### config.mk
export PLATFORM = sky130hd
export DESIGN_NAME = dma_csr_bank
export DESIGN_NICKNAME = d
export VERILOG_FILES = /design/src/rtl/dma_csr_pkg.sv /design/src/rtl/dma_csr_flag.sv /design/src/rtl/dma_csr_chan.sv /design/src/rtl/dma_csr_decode.sv /design/src/rtl/dma_csr_summary.sv /design/src/rtl/dma_csr_rdmux.sv /design/src/rtl/dma_csr_bank.sv
export SDC_FILE = /design/constraint.sdc
export NUM_CORES = 1
export LEC_CHECK = 0
export CORE_ASPECT_RATIO = 0.5
export CORE_MARGIN = 2
export CORE_UTILIZATION = 56
export CTS_BUF_LIST = sky130_fd_sc_hd__clkbuf_16
export DETAILED_ROUTE_END_ITERATION = 8
export PLACE_DENSITY = 0.87
export REMOVE_ABC_BUFFERS = 1
export SETUP_SLACK_MARGIN = 0.3
export SLEW_MARGIN = 30
export SYNTH_ARGS = -nofsm -noshare
export SYNTH_HDL_FRONTEND = slang
export SYNTH_HIERARCHICAL = 1
export SYNTH_SLANG_ARGS = --single-unit
export TNS_END_PERCENT = 50
### constraint.sdc
create_clock -name clk -period 4.1 [get_ports clk]
set_clock_uncertainty 0.1 [all_clocks]
set_input_delay 0.82 -clock clk [delete_from_list [all_inputs] [get_ports clk]]
set_output_delay 0.82 -clock clk [all_outputs]
set_load 0.05 [all_outputs]
### src/rtl/dma_csr_pkg.sv
package dma_csr_pkg;

   localparam int DATA_W = 32;

   // Control field positions (read/write)
   localparam int B_RUN      = 31;
   localparam int B_NODESC   = 30;
   localparam int B_STOP_IE  = 29;
   localparam int B_EOR_IE   = 28;
   localparam int B_EOR_JUMP = 27;
   localparam int B_EOR_STOP = 26;
   // Command bits (write only, read as zero)
   localparam int B_CMP_SET  = 25;
   localparam int B_CMP_CLR  = 24;
   // Status
   localparam int B_CMP      = 10;
   localparam int B_EOR      = 9;
   localparam int B_REQ      = 8;
   localparam int B_STOPPED  = 3;
   localparam int B_END      = 2;
   localparam int B_START    = 1;
   localparam int B_BUSERR   = 0;

   localparam int N_FLAGS = 4;
   localparam int CTL_W   = 6;

   typedef enum logic [1:0] {
      FL_BUSERR = 2'd0,
      FL_START  = 2'd1,
      FL_END    = 2'd2,
      FL_EOR    = 2'd3
   } flag_e;

   typedef struct packed {
      logic run;
      logic nodesc;
      logic stop_ie;
      logic eor_ie;
      logic eor_jump;
      logic eor_stop;
   } ctl_t;

   function automatic int flag_pos(input int idx);
      case (idx)
         0:       return B_BUSERR;
         1:       return B_START;
         2:       return B_END;
         default: return B_EOR;
      endcase
   endfunction

endpackage

### src/rtl/dma_csr_flag.sv
module dma_csr_flag (
   input  logic clk,
   input  logic rst_n,
   input  logic set_i,
   input  logic clr_i,
   output logic q_o
);

   always_ff @(posedge clk or negedge rst_n) begin
      if (!rst_n)     q_o <= 1'b0;
      else if (set_i) q_o <= 1'b1;
      else if (clr_i) q_o <= 1'b0;
   end

   AST_FLAG_SET: assert property (@(posedge clk) disable iff (!rst_n)
      set_i |=> q_o);

   AST_FLAG_CLEAR: assert property (@(posedge clk) disable iff (!rst_n)
      (clr_i && !set_i) |=> !q_o);

   AST_FLAG_HOLD: assert property (@(posedge clk) disable iff (!rst_n)
      (q_o && !clr_i) |=> q_o);

   AST_EVENT_WINS: assert property (@(posedge clk) disable iff (!rst_n)
      (set_i && clr_i) |=> q_o);

endmodule

### src/rtl/dma_csr_chan.sv
module dma_csr_chan
   import dma_csr_pkg::*;
(
   input  logic                clk,
   input  logic                rst_n,
   input  logic                wr_i,
   input  logic [DATA_W-1:0]   wdata_i,
   input  logic [N_FLAGS-1:0]  ev_i,
   input  logic                req_i,
   input  logic                stopped_i,
   output logic [DATA_W-1:0]   rd_o,
   output ctl_t                ctl_o,
   output logic                int_o
);

   ctl_t               ctl_q;
   logic               cmp_q;
   logic [N_FLAGS-1:0] flags;
   logic               unused_wbits;

   assign unused_wbits = ^{wdata_i[23:10], wdata_i[8:3]};

   always_ff @(posedge clk or negedge rst_n) begin
      if (!rst_n)    ctl_q <= '0;
      else if (wr_i) ctl_q <= ctl_t'(wdata_i[B_RUN:B_EOR_STOP]);
   end

   always_ff @(posedge clk or negedge rst_n) begin
      if (!rst_n)                          cmp_q <= 1'b0;
      else if (wr_i && wdata_i[B_CMP_SET]) cmp_q <= 1'b1;
      else if (wr_i && wdata_i[B_CMP_CLR]) cmp_q <= 1'b0;
   end

   for (genvar f = 0; f < N_FLAGS; f++) begin : g_flag
      localparam int P = flag_pos(f);
      dma_csr_flag u_flag (
         .clk   (clk),
         .rst_n (rst_n),
         .set_i (ev_i[f]),
         .clr_i (wr_i & wdata_i[P]),
         .q_o   (flags[f])
      );
   end

   always_comb begin
      rd_o = '0;
      rd_o[B_RUN:B_EOR_STOP] = ctl_q;
      rd_o[B_CMP]     = cmp_q;
      rd_o[B_REQ]     = req_i;
      rd_o[B_STOPPED] = stopped_i;
      for (int f = 0; f < N_FLAGS; f++) rd_o[flag_pos(f)] = flags[f];
   end

   assign int_o = flags[FL_BUSERR] | flags[FL_START] | flags[FL_END]
                | (flags[FL_EOR] & ctl_q.eor_ie)
                | (stopped_i & ctl_q.stop_ie);

   assign ctl_o = ctl_q;

   AST_RUN_WRITE: assert property (@(posedge clk) disable iff (!rst_n)
      wr_i |=> (ctl_o.run == $past(wdata_i[B_RUN])));

   AST_CMP_SET: assert property (@(posedge clk) disable iff (!rst_n)
      (wr_i && wdata_i[B_CMP_SET]) |=> rd_o[B_CMP]);

   AST_CMP_CLEAR: assert property (@(posedge clk) disable iff (!rst_n)
      (wr_i && wdata_i[B_CMP_CLR] && !wdata_i[B_CMP_SET]) |=> !rd_o[B_CMP]);

endmodule

### src/rtl/dma_csr_decode.sv
module dma_csr_decode #(
   parameter int          NUM_CH   = 8,
   parameter int          ADDR_W   = 9,
   parameter int unsigned SUM_ADDR = 256
) (
   input  logic [ADDR_W-1:0] addr_i,
   output logic [NUM_CH-1:0] ch_sel_o,
   output logic              sum_sel_o
);

   localparam int WORD_W = ADDR_W - 2;

   logic [WORD_W-1:0] word;
   logic              aligned;

   assign word    = addr_i[ADDR_W-1:2];
   assign aligned = (addr_i[1:0] == 2'b00);

   for (genvar c = 0; c < NUM_CH; c++) begin : g_sel
      assign ch_sel_o[c] = aligned && (word == WORD_W'(c));
   end

   assign sum_sel_o = (addr_i == ADDR_W'(SUM_ADDR));

endmodule

### src/rtl/dma_csr_summary.sv
module dma_csr_summary #(
   parameter int NUM_CH  = 8,
   parameter int IRQ_REG = 0
) (
   input  logic              clk,
   input  logic              rst_n,
   input  logic [NUM_CH-1:0] int_req_i,
   output logic [NUM_CH-1:0] summary_o,
   output logic              irq_o
);

   assign summary_o = int_req_i;

   if (IRQ_REG != 0) begin : g_irq_flop
      always_ff @(posedge clk or negedge rst_n) begin
         if (!rst_n) irq_o <= 1'b0;
         else        irq_o <= |int_req_i;
      end
   end else begin : g_irq_comb
      logic unused_clk;
      assign unused_clk = clk ^ rst_n;
      assign irq_o = |int_req_i;
   end

endmodule

### src/rtl/dma_csr_rdmux.sv
module dma_csr_rdmux #(
   parameter int NUM_CH = 8,
   parameter int DW     = 32
) (
   input  logic [NUM_CH-1:0]         ch_sel_i,
   input  logic                      sum_sel_i,
   input  logic [NUM_CH-1:0][DW-1:0] ch_rd_i,
   input  logic [NUM_CH-1:0]         summary_i,
   output logic [DW-1:0]             rd_o
);

   always_comb begin
      rd_o = '0;
      for (int c = 0; c < NUM_CH; c++) begin
         if (ch_sel_i[c]) rd_o = rd_o | ch_rd_i[c];
      end
      if (sum_sel_i) rd_o = rd_o | DW'(summary_i);
   end

endmodule

### src/rtl/dma_csr_bank.sv
module dma_csr_bank
   import dma_csr_pkg::*;
#(
   parameter int          NUM_CH   = 8,
   parameter int          ADDR_W   = 9,
   parameter int unsigned SUM_ADDR = 256,
   parameter int          IRQ_REG  = 0
) (
   input  logic              clk,
   input  logic              rst_n,
   input  logic [ADDR_W-1:0] addr,
   input  logic              wr_en,
   input  logic [31:0]       wr_data,
   output logic [31:0]       rd_data,
   input  logic [NUM_CH-1:0] ev_start,
   input  logic [NUM_CH-1:0] ev_end,
   input  logic [NUM_CH-1:0] ev_buserr,
   input  logic [NUM_CH-1:0] ev_eor,
   input  logic [NUM_CH-1:0] req_pend,
   input  logic [NUM_CH-1:0] stopped,
   output logic [NUM_CH-1:0] run,
   output logic [NUM_CH-1:0] nodesc,
   output logic [NUM_CH-1:0] eor_jump,
   output logic [NUM_CH-1:0] eor_stop,
   output logic              irq
);

   localparam int BANK_BYTES = 4 * NUM_CH;

   if (NUM_CH < 1 || NUM_CH > DATA_W) begin : g_bad_nch
      $error("NUM_CH must lie in 1..32");
   end
   if (ADDR_W < 3 || ADDR_W > 31) begin : g_bad_aw
      $error("ADDR_W must lie in 3..31");
   end
   if (BANK_BYTES > (1 << ADDR_W)) begin : g_bad_fit
      $error("channel bank does not fit the address space");
   end
   if (SUM_ADDR % 4 != 0 || SUM_ADDR < BANK_BYTES || SUM_ADDR >= (1 << ADDR_W)) begin : g_bad_sum
      $error("SUM_ADDR must be word aligned, above the bank and inside the address space");
   end
   if (IRQ_REG != 0 && IRQ_REG != 1) begin : g_bad_irq
      $error("IRQ_REG must be 0 or 1");
   end

   logic [NUM_CH-1:0]             ch_sel;
   logic                          sum_sel;
   logic [NUM_CH-1:0][DATA_W-1:0] ch_rd;
   logic [NUM_CH-1:0]             int_req;
   logic [NUM_CH-1:0]             summary;

   dma_csr_decode #(
      .NUM_CH   (NUM_CH),
      .ADDR_W   (ADDR_W),
      .SUM_ADDR (SUM_ADDR)
   ) u_dec (
      .addr_i    (addr),
      .ch_sel_o  (ch_sel),
      .sum_sel_o (sum_sel)
   );

   for (genvar c = 0; c < NUM_CH; c++) begin : g_ch
      ctl_t ctl;
      dma_csr_chan u_chan (
         .clk       (clk),
         .rst_n     (rst_n),
         .wr_i      (wr_en & ch_sel[c]),
         .wdata_i   (wr_data),
         .ev_i      ({ev_eor[c], ev_end[c], ev_start[c], ev_buserr[c]}),
         .req_i     (req_pend[c]),
         .stopped_i (stopped[c]),
         .rd_o      (ch_rd[c]),
         .ctl_o     (ctl),
         .int_o     (int_req[c])
      );
      assign run[c]      = ctl.run;
      assign nodesc[c]   = ctl.nodesc;
      assign eor_jump[c] = ctl.eor_jump;
      assign eor_stop[c] = ctl.eor_stop;

      AST_UNSELECTED_HOLDS: assert property (@(posedge clk) disable iff (!rst_n)
         !(wr_en && ch_sel[c]) |=> $stable(run[c]));
   end

   dma_csr_summary #(
      .NUM_CH  (NUM_CH),
      .IRQ_REG (IRQ_REG)
   ) u_sum (
      .clk       (clk),
      .rst_n     (rst_n),
      .int_req_i (int_req),
      .summary_o (summary),
      .irq_o     (irq)
   );

   dma_csr_rdmux #(
      .NUM_CH (NUM_CH),
      .DW     (DATA_W)
   ) u_rd (
      .ch_sel_i  (ch_sel),
      .sum_sel_i (sum_sel),
      .ch_rd_i   (ch_rd),
      .summary_i (summary),
      .rd_o      (rd_data)
   );

endmodule

==> out/qor.csv <==
metric,value,unit
max_freq,263,MHz
final_cells,975,
start_kind,primary input,
clock_power_share,44.1,%
worstMarginPinSlew,0.800,ns
cts-root-buf,clkbuf_16,
ys_ff_latch,88,
crit_type,primary input to output port,
netlist_instances,733,
p_comb_share,11.7,%
start_util,56.7,%
yosys-top-cells-count,"238 x buf_4, 112 x a22oi_1, 88 x dfrtp_1",
power_switching,516,uW
ys_seq_area_share,31.0,%
die_area,13700,um^2
worstPathRequired,3.18,ns
post-route-period-util,92.9,%
drc_errors,0,
powerDensity,240,nW/um^2
wirelength,22800,um
synth-main-ff-cell,dfrtp_1,
synthTopCellsByArea,"dfrtp_1 31%, buf_4 25%, a22oi_1 12%, mux2_4 6.8%, a21o_1 3.4%",
postPlaceCellArea,7550,um^2
clock_sinks,88,
yosys.area.top_type,dfrtp_1,
fp.dieW,163,um
dpl.hpwl,12200,um
grt_pass1_vias,5604,
synth_area_per_cell,9.69,um^2
clk_latency,0.34,ns
row_count,29,
antenna_found_initial,2,
overflow,0,
fin_nets,890,
rsz0062_at_grt,false,
yosysTopAreaCellShare,31.0,%
ant_nets,0,
power.leakage,3.63,nW
htreeDepth,3,
drive_gt1_share,23.9,%
swShare,25.4,%
synthDistinctLibCells,29,
max_cap_violations,0,
place_inst,923,
p_total,2.03,mW
syn_area,7100,um^2
p_int,1.52,mW
grt_pass1_wl,32100,um
drtIter0Drc,943,
cts_buffers,9,
fp.coreArea,12500,um^2
grt_usage,30.7,%
hold_path_class,flip-flop to flip-flop,
wire_per_inst,23.4,um
slew_headroom,46.6,%
ys_warn_count,6,
area_growth,19.3,%
grt_max_degree,89,
post_drt_via_cell_ratio,5.87,
final.min_clock_period,3.81,ns
path_clk_slew,0.06,ns
cts_tree,yes,
dieHeight,83.6,um
vias,5719,
ir_drop,0.000204,V
finish.instance_area,8470,um^2
place_congestion,0.923,
cts_buffer_depth,2,
first_pass_iters,9,
io_buffer_count,121,
worstPathMaxFanout,7,
async_reset_ff_share,100,%
cp_data_arrival_time,2.89,ns
final-setup-viol-count,0,
status,completed,
synth-edff-count,0,
endpoint_kind,output port,
top_level_ports,157,
seqPwrFrac,44.2,%
final_hold_viol_count,0,
slew_viol_final,0,
synth_most_common_cell,buf_4,
==> final cells by class <==
cell class | instances | area (um^2)
Fill cell | 807 | 4050
Multi-Input combinational cell | 490 | 3440
Inverter | 33 | 126
Antenna cell | 2 | 5.00
Sequential cell | 88 | 2200
Clock inverter | 7 | 86.3
Tap cell | 170 | 213
Clock buffer | 9 | 225
Timing Repair Buffer | 176 | 2170
==> cells by family after synthesis <==
kind of cell           after synthesis  synth area share [%]
buffers and inverters              299                  29.7
AOI/OAI and AO/OA                  176                  19.4
and+or+nand+nor                    114                  10.2
DFF                                 88                  31.0
muxes                               48                  9.30
other                                8                 0.423
==> cell usage in the layout (no fill, tap or decap), types with 8 or more instances in the layout <==
| master | netlist | layout |
|---|---|---|
| mux2_4 | 32 | 32 |
| dfrtp_1 | 88 | 88 |
| buf_12 | 0 | 27 |
| and2_1 | 8 | 8 |
| buf_4 | 238 | 30 |
| a21o_1 | 32 | 32 |
| nand4_1 | 24 | 24 |
| nor3_4 | 0 | 8 |
| nand2_1 | 9 | 9 |
| conb_1 | 8 | 152 |
| and2_2 | 32 | 32 |
| inv_1 | 33 | 33 |
| nand2_2 | 8 | 8 |
| mux2_2 | 16 | 16 |
| clkbuf_16 | 0 | 13 |
| clkdlybuf4s50_1 | 0 | 96 |
| nand3_1 | 8 | 8 |
| nor3_1 | 17 | 9 |
| a22oi_1 | 112 | 111 |
| a222oi_1 | 8 | 8 |
| a22o_1 | 16 | 16 |
==> metal layers <==
layer,up-vias,track usage (%),share of wire [%]
met1,2754,37.3,37
met3,151,7.85,11
met2,436,50.6,46
met5,-,0,0
li1,2378,-,-
met4,0,16.1,6.6
==> per-stage QoR <==
stage	util, %	hold WS (ns)	TNS (ns)	worst slack [ns]
CTS	65.2	0.402	0	0.282
global route	67.7	0.410	0	0.262
finish	67.7	0.401	0	0.291
floorplan	-	0.364	-20.29	-0.806
global placement	60.3	0.381	0	0.286
detailed placement	60.3	0.388	0	0.237
==> power groups by stage <==
stage / clock network (mW) / logic, mW / registers (mW)
after floorplan: 0 / 0.0536 / 0.939
after global placement: 0 / 0.215 / 0.912
after detailed placement: 0 / 0.219 / 0.912
after CTS: 0.889 / 0.227 / 0.897
after global routing: 0.923 / 0.253 / 0.899
final: 0.897 / 0.239 / 0.899
==> flip-flops by register name, summed over array words and instances (netlist names) <==
name / cells
g_ch.u_chan/cmp_q: 8
g_ch.u_chan/ctl_o: 48
g_ch.u_chan/g_flag.u_flag/q_o: 32
==> timing repair <==
action                                  in CTS  in global routing
hold endpoints to repair                     0                  0
hold buffers                                 0                  0
pin swaps                                    5                 15
endpoints found under the setup margin       6                 16
cloned                                       6                  5
setup buffers                                7                 16
gates resized for setup                     10                 21
==> worst max-delay path: stages <==
cell and delay (ns):
clkdlybuf4s50_1 0.52, or4bb_4 0.59, nor3_4 0.20, buf_12 0.17
buf_8 0.14, a22oi_1 0.10, nand4_1 0.19, buf_12 0.17
==> final timing paths <==
path,from,to,slack (ns),cells past startpoint
min in group asynchronous,rst_n,g_ch[7].u_chan/ctl_o[1],0.44,1
worst max-delay path,addr[3],rd_data[28],0.29,8
worst min-delay path,g_ch[4].u_chan/cmp_q,g_ch[4].u_chan/cmp_q,0.40,1
worst min register to register,g_ch[4].u_chan/cmp_q,g_ch[4].u_chan/cmp_q,0.40,1
worst max register to register,g_ch[0].u_chan/ctl_o[5],g_ch[0].u_chan/ctl_o[5],3.14,1
max in group asynchronous,rst_n,g_ch[1].u_chan/ctl_o[3],2.93,1
Power figures use the tool's default switching activity.
